===== src/rtl/xbus_seq.sv =====
module xbus_seq #(
  parameter int AW = 32,
  parameter int DW = 32,
  parameter int BEATS = 4
) (
  input  logic          clk,
  input  logic          rst_n,
  input  logic          req_valid,
  input  logic          req_write,
  input  logic          req_io,
  input  logic          req_burst,
  input  logic [AW-1:0] req_addr,
  input  logic [DW-1:0] req_wdata,
  output logic          req_ready,
  input  logic [DW-1:0] beat_wdata,
  output logic [$clog2(BEATS)-1:0] beat_idx,
  output logic [DW-1:0] rsp_rdata,
  output logic          rsp_beat,
  output logic          rsp_done,
  output logic          rsp_err,
  input  logic          irq_in,
  output logic          irq_seen,
  output logic [AW-1:0] bus_addr,
  output logic [DW-1:0] bus_wdata,
  input  logic [DW-1:0] bus_rdata,
  output logic          bus_data_oe,
  output logic          bus_oe,
  output logic          bus_cyc_start,
  output logic          bus_cs,
  output logic [3:0]    bus_status,
  input  logic          bus_ready,
  input  logic          hold_req,
  output logic          hold_ack
);
  localparam int LB  = $clog2(DW / 8);
  localparam int CW  = $clog2(BEATS);
  localparam int ALB = $clog2(BEATS * DW / 8);
  localparam logic [CW-1:0] LAST = CW'(BEATS - 1);

  typedef enum logic [2:0] {S_IDLE, S_ADDR, S_SNGL, S_BEAT, S_HOLD} st_t;

  st_t st;
  logic wr_q, io_q, burst_q;
  logic [AW-1:0] addr_q;
  logic [DW-1:0] wdata_q;
  logic [CW-1:0] cnt;
  logic bad, busy;

  assign bad  = req_burst && (req_io || req_addr[ALB-1:0] != '0);
  assign busy = (st == S_ADDR) || (st == S_SNGL) || (st == S_BEAT);

  always_ff @(posedge clk) begin
    if (!rst_n) begin
      st <= S_IDLE;
      wr_q <= 1'b0;
      io_q <= 1'b0;
      burst_q <= 1'b0;
      addr_q <= '0;
      wdata_q <= '0;
      cnt <= '0;
      rsp_rdata <= '0;
      rsp_beat <= 1'b0;
      rsp_done <= 1'b0;
      rsp_err <= 1'b0;
      irq_seen <= 1'b0;
    end else begin
      rsp_beat <= 1'b0;
      rsp_done <= 1'b0;
      rsp_err  <= 1'b0;
      case (st)
        S_IDLE: begin
          irq_seen <= irq_in;
          if (hold_req) st <= S_HOLD;
          else if (req_valid) begin
            if (bad) rsp_err <= 1'b1;
            else begin
              wr_q <= req_write;
              io_q <= req_io;
              burst_q <= req_burst;
              addr_q <= req_addr;
              wdata_q <= req_wdata;
              cnt <= '0;
              st <= S_ADDR;
            end
          end
        end
        S_ADDR: st <= burst_q ? S_BEAT : S_SNGL;
        S_SNGL: if (bus_ready) begin
          rsp_beat <= 1'b1;
          rsp_done <= 1'b1;
          if (!wr_q) rsp_rdata <= bus_rdata;
          st <= hold_req ? S_HOLD : S_IDLE;
        end
        S_BEAT: if (bus_ready) begin
          rsp_beat <= 1'b1;
          if (!wr_q) rsp_rdata <= bus_rdata;
          cnt <= cnt + 1'b1;
          if (cnt == LAST) begin
            rsp_done <= 1'b1;
            st <= S_IDLE;
          end
        end
        S_HOLD: if (!hold_req) st <= S_IDLE;
        default: st <= S_IDLE;
      endcase
    end
  end

  assign req_ready     = (st == S_IDLE) && !hold_req;
  assign beat_idx      = cnt;
  assign bus_cyc_start = (st == S_ADDR);
  assign bus_cs        = busy;
  assign bus_addr      = busy ? (addr_q | (AW'(cnt) << LB)) : '0;
  assign bus_status    = busy ? {io_q, wr_q, burst_q, 1'b1} : 4'b0;
  assign bus_data_oe   = wr_q && (((st == S_ADDR) && !burst_q) || (st == S_SNGL) || (st == S_BEAT));
  assign bus_wdata     = (st == S_BEAT) ? beat_wdata : wdata_q;
  assign bus_oe        = (st != S_HOLD);
  assign hold_ack      = (st == S_HOLD);

  a_r2_strobe_once: assert property (@(posedge clk) disable iff (!rst_n)
    bus_cyc_start |=> !bus_cyc_start);

  a_r5_burst_legal: assert property (@(posedge clk) disable iff (!rst_n)
    (bus_cyc_start && bus_status[1]) |-> (!bus_status[3] && bus_addr[ALB-1:0] == '0));

  a_r5_err_no_cycle: assert property (@(posedge clk) disable iff (!rst_n)
    rsp_err |-> (!bus_cs && !bus_cyc_start));

  a_r3_wait_holds: assert property (@(posedge clk) disable iff (!rst_n)
    (st == S_SNGL && !bus_ready) |=> (st == S_SNGL && $stable(bus_addr)));

  a_r4_beat_wait: assert property (@(posedge clk) disable iff (!rst_n)
    (st == S_BEAT && !bus_ready) |=> (st == S_BEAT && $stable(beat_idx)));

  a_r6_hold_release: assert property (@(posedge clk) disable iff (!rst_n)
    hold_ack |-> (!bus_oe && !bus_data_oe && !bus_cs));

  a_r3_done_pulse: assert property (@(posedge clk) disable iff (!rst_n)
    rsp_done |=> !rsp_done);

  a_r10_irq_quiet: assert property (@(posedge clk) disable iff (!rst_n)
    (st == S_SNGL || st == S_BEAT) |=> $stable(irq_seen));
endmodule


===== config.mk =====
export PLATFORM = sky130hd
export DESIGN_NAME = xbus_seq
export DESIGN_NICKNAME = d
export VERILOG_FILES = /design/src/rtl/xbus_seq.sv
export SDC_FILE = /design/constraint.sdc
export NUM_CORES = 1
export LEC_CHECK = 0
export ABC_AREA = 1
export BUFFER_PORTS_ARGS = -buffer_cell sky130_fd_sc_hd__buf_2
export CAP_MARGIN = 20
export CORE_MARGIN = 2
export CORE_UTILIZATION = 48
export CTS_CLUSTER_DIAMETER = 100
export DETAILED_ROUTE_END_ITERATION = 8
export PLACE_DENSITY = 0.85
export RECOVER_POWER = 50
export SLEW_MARGIN = 30
export SYNTH_ARGS = -nofsm -noshare
export SYNTH_HDL_FRONTEND = slang
export SYNTH_SLANG_ARGS = --single-unit

===== constraint.sdc =====
create_clock -name clk -period 3.8 [get_ports clk]
set_input_delay 0.76 -clock clk [delete_from_list [all_inputs] [get_ports clk]]
set_output_delay 0.76 -clock clk [all_outputs]
set_load 0.02 [all_outputs]

[After elaboration in Yosys (flattened, before gate mapping)]
Index checks and enable logic that the tools add are counted.
Cells by class
  reductions and logical operators: 21
  bitwise logic cells: 7
  add/subtract/negate cells: 1
  eq/ne operators: 15
  mux-type cells: 23
Operator list (count)
  2-to-1 mux 32 bit: 2
  bitwise OR 32 x 4 -> 32 bit: 1
  2-to-1 mux 3 bit: 8
  case mux 3 bit (5 select lines): 1
  inequality test 2 bit (second input constant): 6
  inequality test 3 bit (second input constant): 3
  2-to-1 mux 2 bit: 4
  == test 3 x 2 -> 1 bit (second input constant): 2
  NOT 1 bit: 6
  AND reduction 6 bit: 1
  logical OR 1 bit: 5
  2-to-1 mux 1 bit: 5
  AND reduction 5 bit: 1
  logical AND 1 bit: 4
  2-to-1 mux 4 bit: 1
  case mux 2 bit (2 select lines): 1
  AND reduction 4 bit: 1
  nonzero test 4 bit: 1
  OR reduction 4 bit: 1
  == test 3 x 1 -> 1 bit (second input constant): 1
  == test 3 bit (second input constant): 1
  logical NOT 3 bit: 1
  AND reduction 3 bit: 1
  adder 2 x 1 -> 2 bit (second input constant): 1
  7 further kinds: 8
Storage, ports and cells
  word-level logic and storage cells: 79
  output and inout port bits: 112
  bits of input ports: 137
  flip-flop bits (word level): 108

[Longest topological paths before layout]
  depth in word-level cells: 7
  mapped depth: 9
  mapped depth without buffers: 9

[Worst setup path before layout]
Ideal clock, no wire load.
  path type: register to output
  from: register st[0]
  to: output bus_addr[10]
  required time: 3040 ps
  buffers on the path: 1
  cell stages (with the launch flop): 6
  arrival time: 1679 ps
  setup slack: 1361 ps
  cells stage by stage: dfxtp_1 nor2_4 nor2_1 clkinv_1 clkbuf_1 nor2_1
Between the ends
  longest elaborated chain between the ends: 4
  elaborated cells between the ends (all ways): 6
  those cells by class: eq/ne: 3; mux: 1; reduce/logical: 2
Ends and longest elaborated chain
  start: declaration: RTL line 42  | st_t st;
  start signal: assignment: RTL line 87  | S_ADDR: st <= burst_q ? S_BEAT : S_SNGL;
  start signal: assignment: RTL line 92  | st <= hold_req ? S_HOLD : S_IDLE;
  == test 3 x 1 -> 1 bit / == test 3 x 2 -> 1 bit (equally long branches): RTL line 50  | assign busy = (st == S_ADDR) || (st == S_SNGL) || (st == S_BEAT);
  logical OR 1 bit: RTL line 50
  logical OR 1 bit (*): RTL line 50
  via bus_cs: RTL line 29  | output logic bus_cs,
  2-to-1 mux 32 bit (*): RTL line 113  | assign bus_addr = busy ? (addr_q | (AW'(cnt) << LB)) : '0;
  end: declaration: RTL line 23  | output logic [AW-1:0] bus_addr,
Mark *: on every way through the listed nets, which the timed path passes. The rest lies on a longest branch.

[Final worst setup path]
  from: register st[1]
  to: output bus_wdata[21]
Between the ends
  longest elaborated chain between the ends: 2
Ends and longest elaborated chain
  == test 3 x 2 -> 1 bit: RTL line 116  | assign bus_wdata = (st == S_BEAT) ? beat_wdata : wdata_q;
  2-to-1 mux 32 bit: RTL line 116
  end: declaration: RTL line 24  | output logic [DW-1:0] bus_wdata,
Every way passes these cells.

==> flow_metrics.tcl <==
set metrics [dict create \
    status "complete, but fails checks" \
    violations "capacitance limit, slew limit" \
    syn_area_per_cell_um2 7.27 \
    cp-start-kind "flip-flop" \
    gp_congestion 0.883 \
    hold_class "flip-flop to flip-flop" \
    grt_use_met2_pct 38.0 \
    initial_core_util_pct 49.5 \
    die_area_um2 10400 \
    slew_headroom_pct -36.2 \
    tightest_slew_ns 2.04 \
    grt_pass1_wl_um 18100 \
    grt_usage_pct 21.7 \
    design_area_um2 5950 \
    met1_usage_pct 26.0 \
    drc 0 \
    drtAntennaViolNets 0 \
    cts_resized 0 \
    die_x_um 102 \
    n_antenna_cell 0 \
    placed_area_um2 5830 \
    drv_cap 1 \
    fin_worst_skew_ns 0.00953 \
    ys_seq_area_share_pct 47.1 \
    syn-instance-count 632 \
    max_stage_delay_ns 0.54 \
    syn_nets 770 \
    syn_to_final_growth_pct 29.6 \
    cts_max_path_buffers 2 \
    finalPower_mw 3.45 \
    path_clk_slew_ns 0.11 \
    drt-initial-drc-count 135 \
    cts_setup_buffers 0 \
    required_ns 3.04 \
    htreeDepth 3 \
    power_density_nw_per_um2 579 \
    synth_cell_types 27 \
    slew_violations 57 \
    port_buffers 248 \
    finalSetupTns_ns 0 \
    synth_edf_count 0 \
    layout.nets 993 \
    crit_type "flip-flop to output pin" \
    peakVddDrop_mv 0.347 \
    cp_max_fo 38 \
    synth_area_um2 4590 \
    grt_max_degree 69 \
    via_per_inst 4.68 \
    ys.flop_type "dfxtp_1" \
    async_reset_ff_share_pct 0 \
    final_layout_size_suffix_gt1_share_pct 27.8 \
    rows 35 \
    io_pins 249 \
    met3_usage_pct 5.20 \
    wirelength_um 12000 \
    core_um2 9280 \
    ys_warn_count 0 \
    antenna_found_initial 0 \
    hold_violations 0 \
    cts_hold_buffers 0 \
    rsz0062_at_grt "false" \
    tritoncts "yes" \
    clkLatencyLatePin_ns 0.37 \
    fmaxAchievable_mhz 344 \
    pre_cts_ws_ns 1.27 \
    cts_num_sinks 108 \
    dp_hpwl_um 8730 \
    grt_overflow_total 0 \
    grt_busiest_layer "met2" \
    cellLeakagePower_nw 2.67 \
    setup_slack_ns 0.892 \
    crit_chain "nand2_1 -> nor2_4 -> buf_4 -> nand2_1 -> o21ai_0 -> buf_2" \
    period_share_pct 76.5 \
    cts_buffers 9 \
    routedWlPerCell_um 12.1 \
    grt_pass1_vias 4038 \
    cp_common_cell "nand2_1" \
    arrival_ns 2.15 \
    cts_root_buffer "clkbuf_8" \
    die_h_um 102 \
    first_pass_iters 4 \
    setup_viol_count_final 0 \
    crit_path_end_kind "output pin" \
    post-route-min-period_ns 2.91 \
    via_count 4628 \
    cp_slowest_cell "nor2_4" \
    synth-seq-cells 108 \
]
==> synth_stat cells, types with 5 or more instances <==
library cell,n,area (µm²)
clkbuf_1,17,63.8
nand3_1,7,35.0
nor2_1,52,195
buf_2,9,45.0
nand2_1,53,199
o21ai_0,131,656
nand4_1,5,31.3
inv_1,114,428
clkbuf_2,8,40.0
buf_6,7,78.8
a21oi_1,103,515
dfxtp_1,108,2160
==> cells in the final DEF (no fill, tap or decap), types with 2 or more instances in the layout <==
master    netlist  layout
nand3_1         7       7
nand3_4         1       2
nand2_2         2       2
clkinv_4        0       2
nor2_1         52      52
nor3_1          2       3
nand2_1        53      53
nor2_4          2       2
o21ai_0       131     131
dfxtp_1       108     108
clkbuf_8        0       9
inv_6           0       2
buf_4           1       5
clkbuf_1       17      39
inv_1         114     114
a21oi_1       103     103
buf_2           9     209
nand4_1         5       5
==> registers in the layout, summed over array words and instances, names as in the netlist <==
signal and count:
addr_q 32, rsp_rdata 32, wdata_q 32, st 3
beat_idx 2, burst_q 1, io_q 1, irq_seen 1
rsp_beat 1, rsp_done 1, rsp_err 1, wr_q 1
==> worst max-delay path, delay by kind of cell (launching register included) <==
family	cells	cell delay, ns
DFF	1	0.47
buffers and inverters	2	0.51
and+or+nand+nor	3	0.75
AOI/OAI and AO/OA	1	0.06
==> through the flow <==
stage                     util (%)  hold slack [ns]  cells
after floorplan                  -            0.424    632
after global placement        62.7            0.430    973
final                         64.1            0.451    989
after global routing          64.1            0.466    989
after CTS                     64.7            0.450    989
after detailed placement      62.7            0.433    973
==> logic make-up after synthesis <==
kind of cell | share of synthesized area, %
buf+inv | 14.6
fa+ha+maj | 0.272
compound gates | 25.9
flops | 47.1
simple gates | 12.1
==> power by group <==
| part | internal (mW) | total [mW] | switching [mW] | leakage [nW] |
|---|---|---|---|---|
| Combinational | 0.420 | 1.37 | 0.953 | 1.70 |
| Clock | 0.249 | 0.657 | 0.407 | 0.0921 |
| Sequential | 1.32 | 1.42 | 0.0966 | 0.879 |
==> final cells by class <==
type	count	area [µm²]
Clock buffer	9	124
Clock inverter	7	58.8
Fill cell	920	3330
Inverter	116	435
Multi-Input combinational cell	366	1760
Sequential cell	108	2160
Tap cell	129	161
Timing Repair Buffer	254	1250
==> path summary, 6_finish.rpt <==
kind | start | end | slack, ns | depth (start not counted)
setup / recovery | st[1]$_SDFFE_PN0P_ | bus_wdata[21] | 0.89 | 6
hold / removal | rsp_rdata[6]$_SDFFE_PN0P_ | rsp_rdata[6]$_SDFFE_PN0P_ | 0.45 | 2
setup reg to reg | st[1]$_SDFFE_PN0P_ | rsp_rdata[3]$_SDFFE_PN0P_ | 1.50 | 7
hold reg to reg | rsp_rdata[6]$_SDFFE_PN0P_ | rsp_rdata[6]$_SDFFE_PN0P_ | 0.45 | 2
==> layer usage <==
layer  vias to the layer above  share of wire (%)
li1                       2456                  -
met1                      1998                 42
met2                       157                 49
met3                        17                7.2
met4                         0                1.9
met5                         -                  0
No activity file was read; power rests on OpenSTA's default activity.
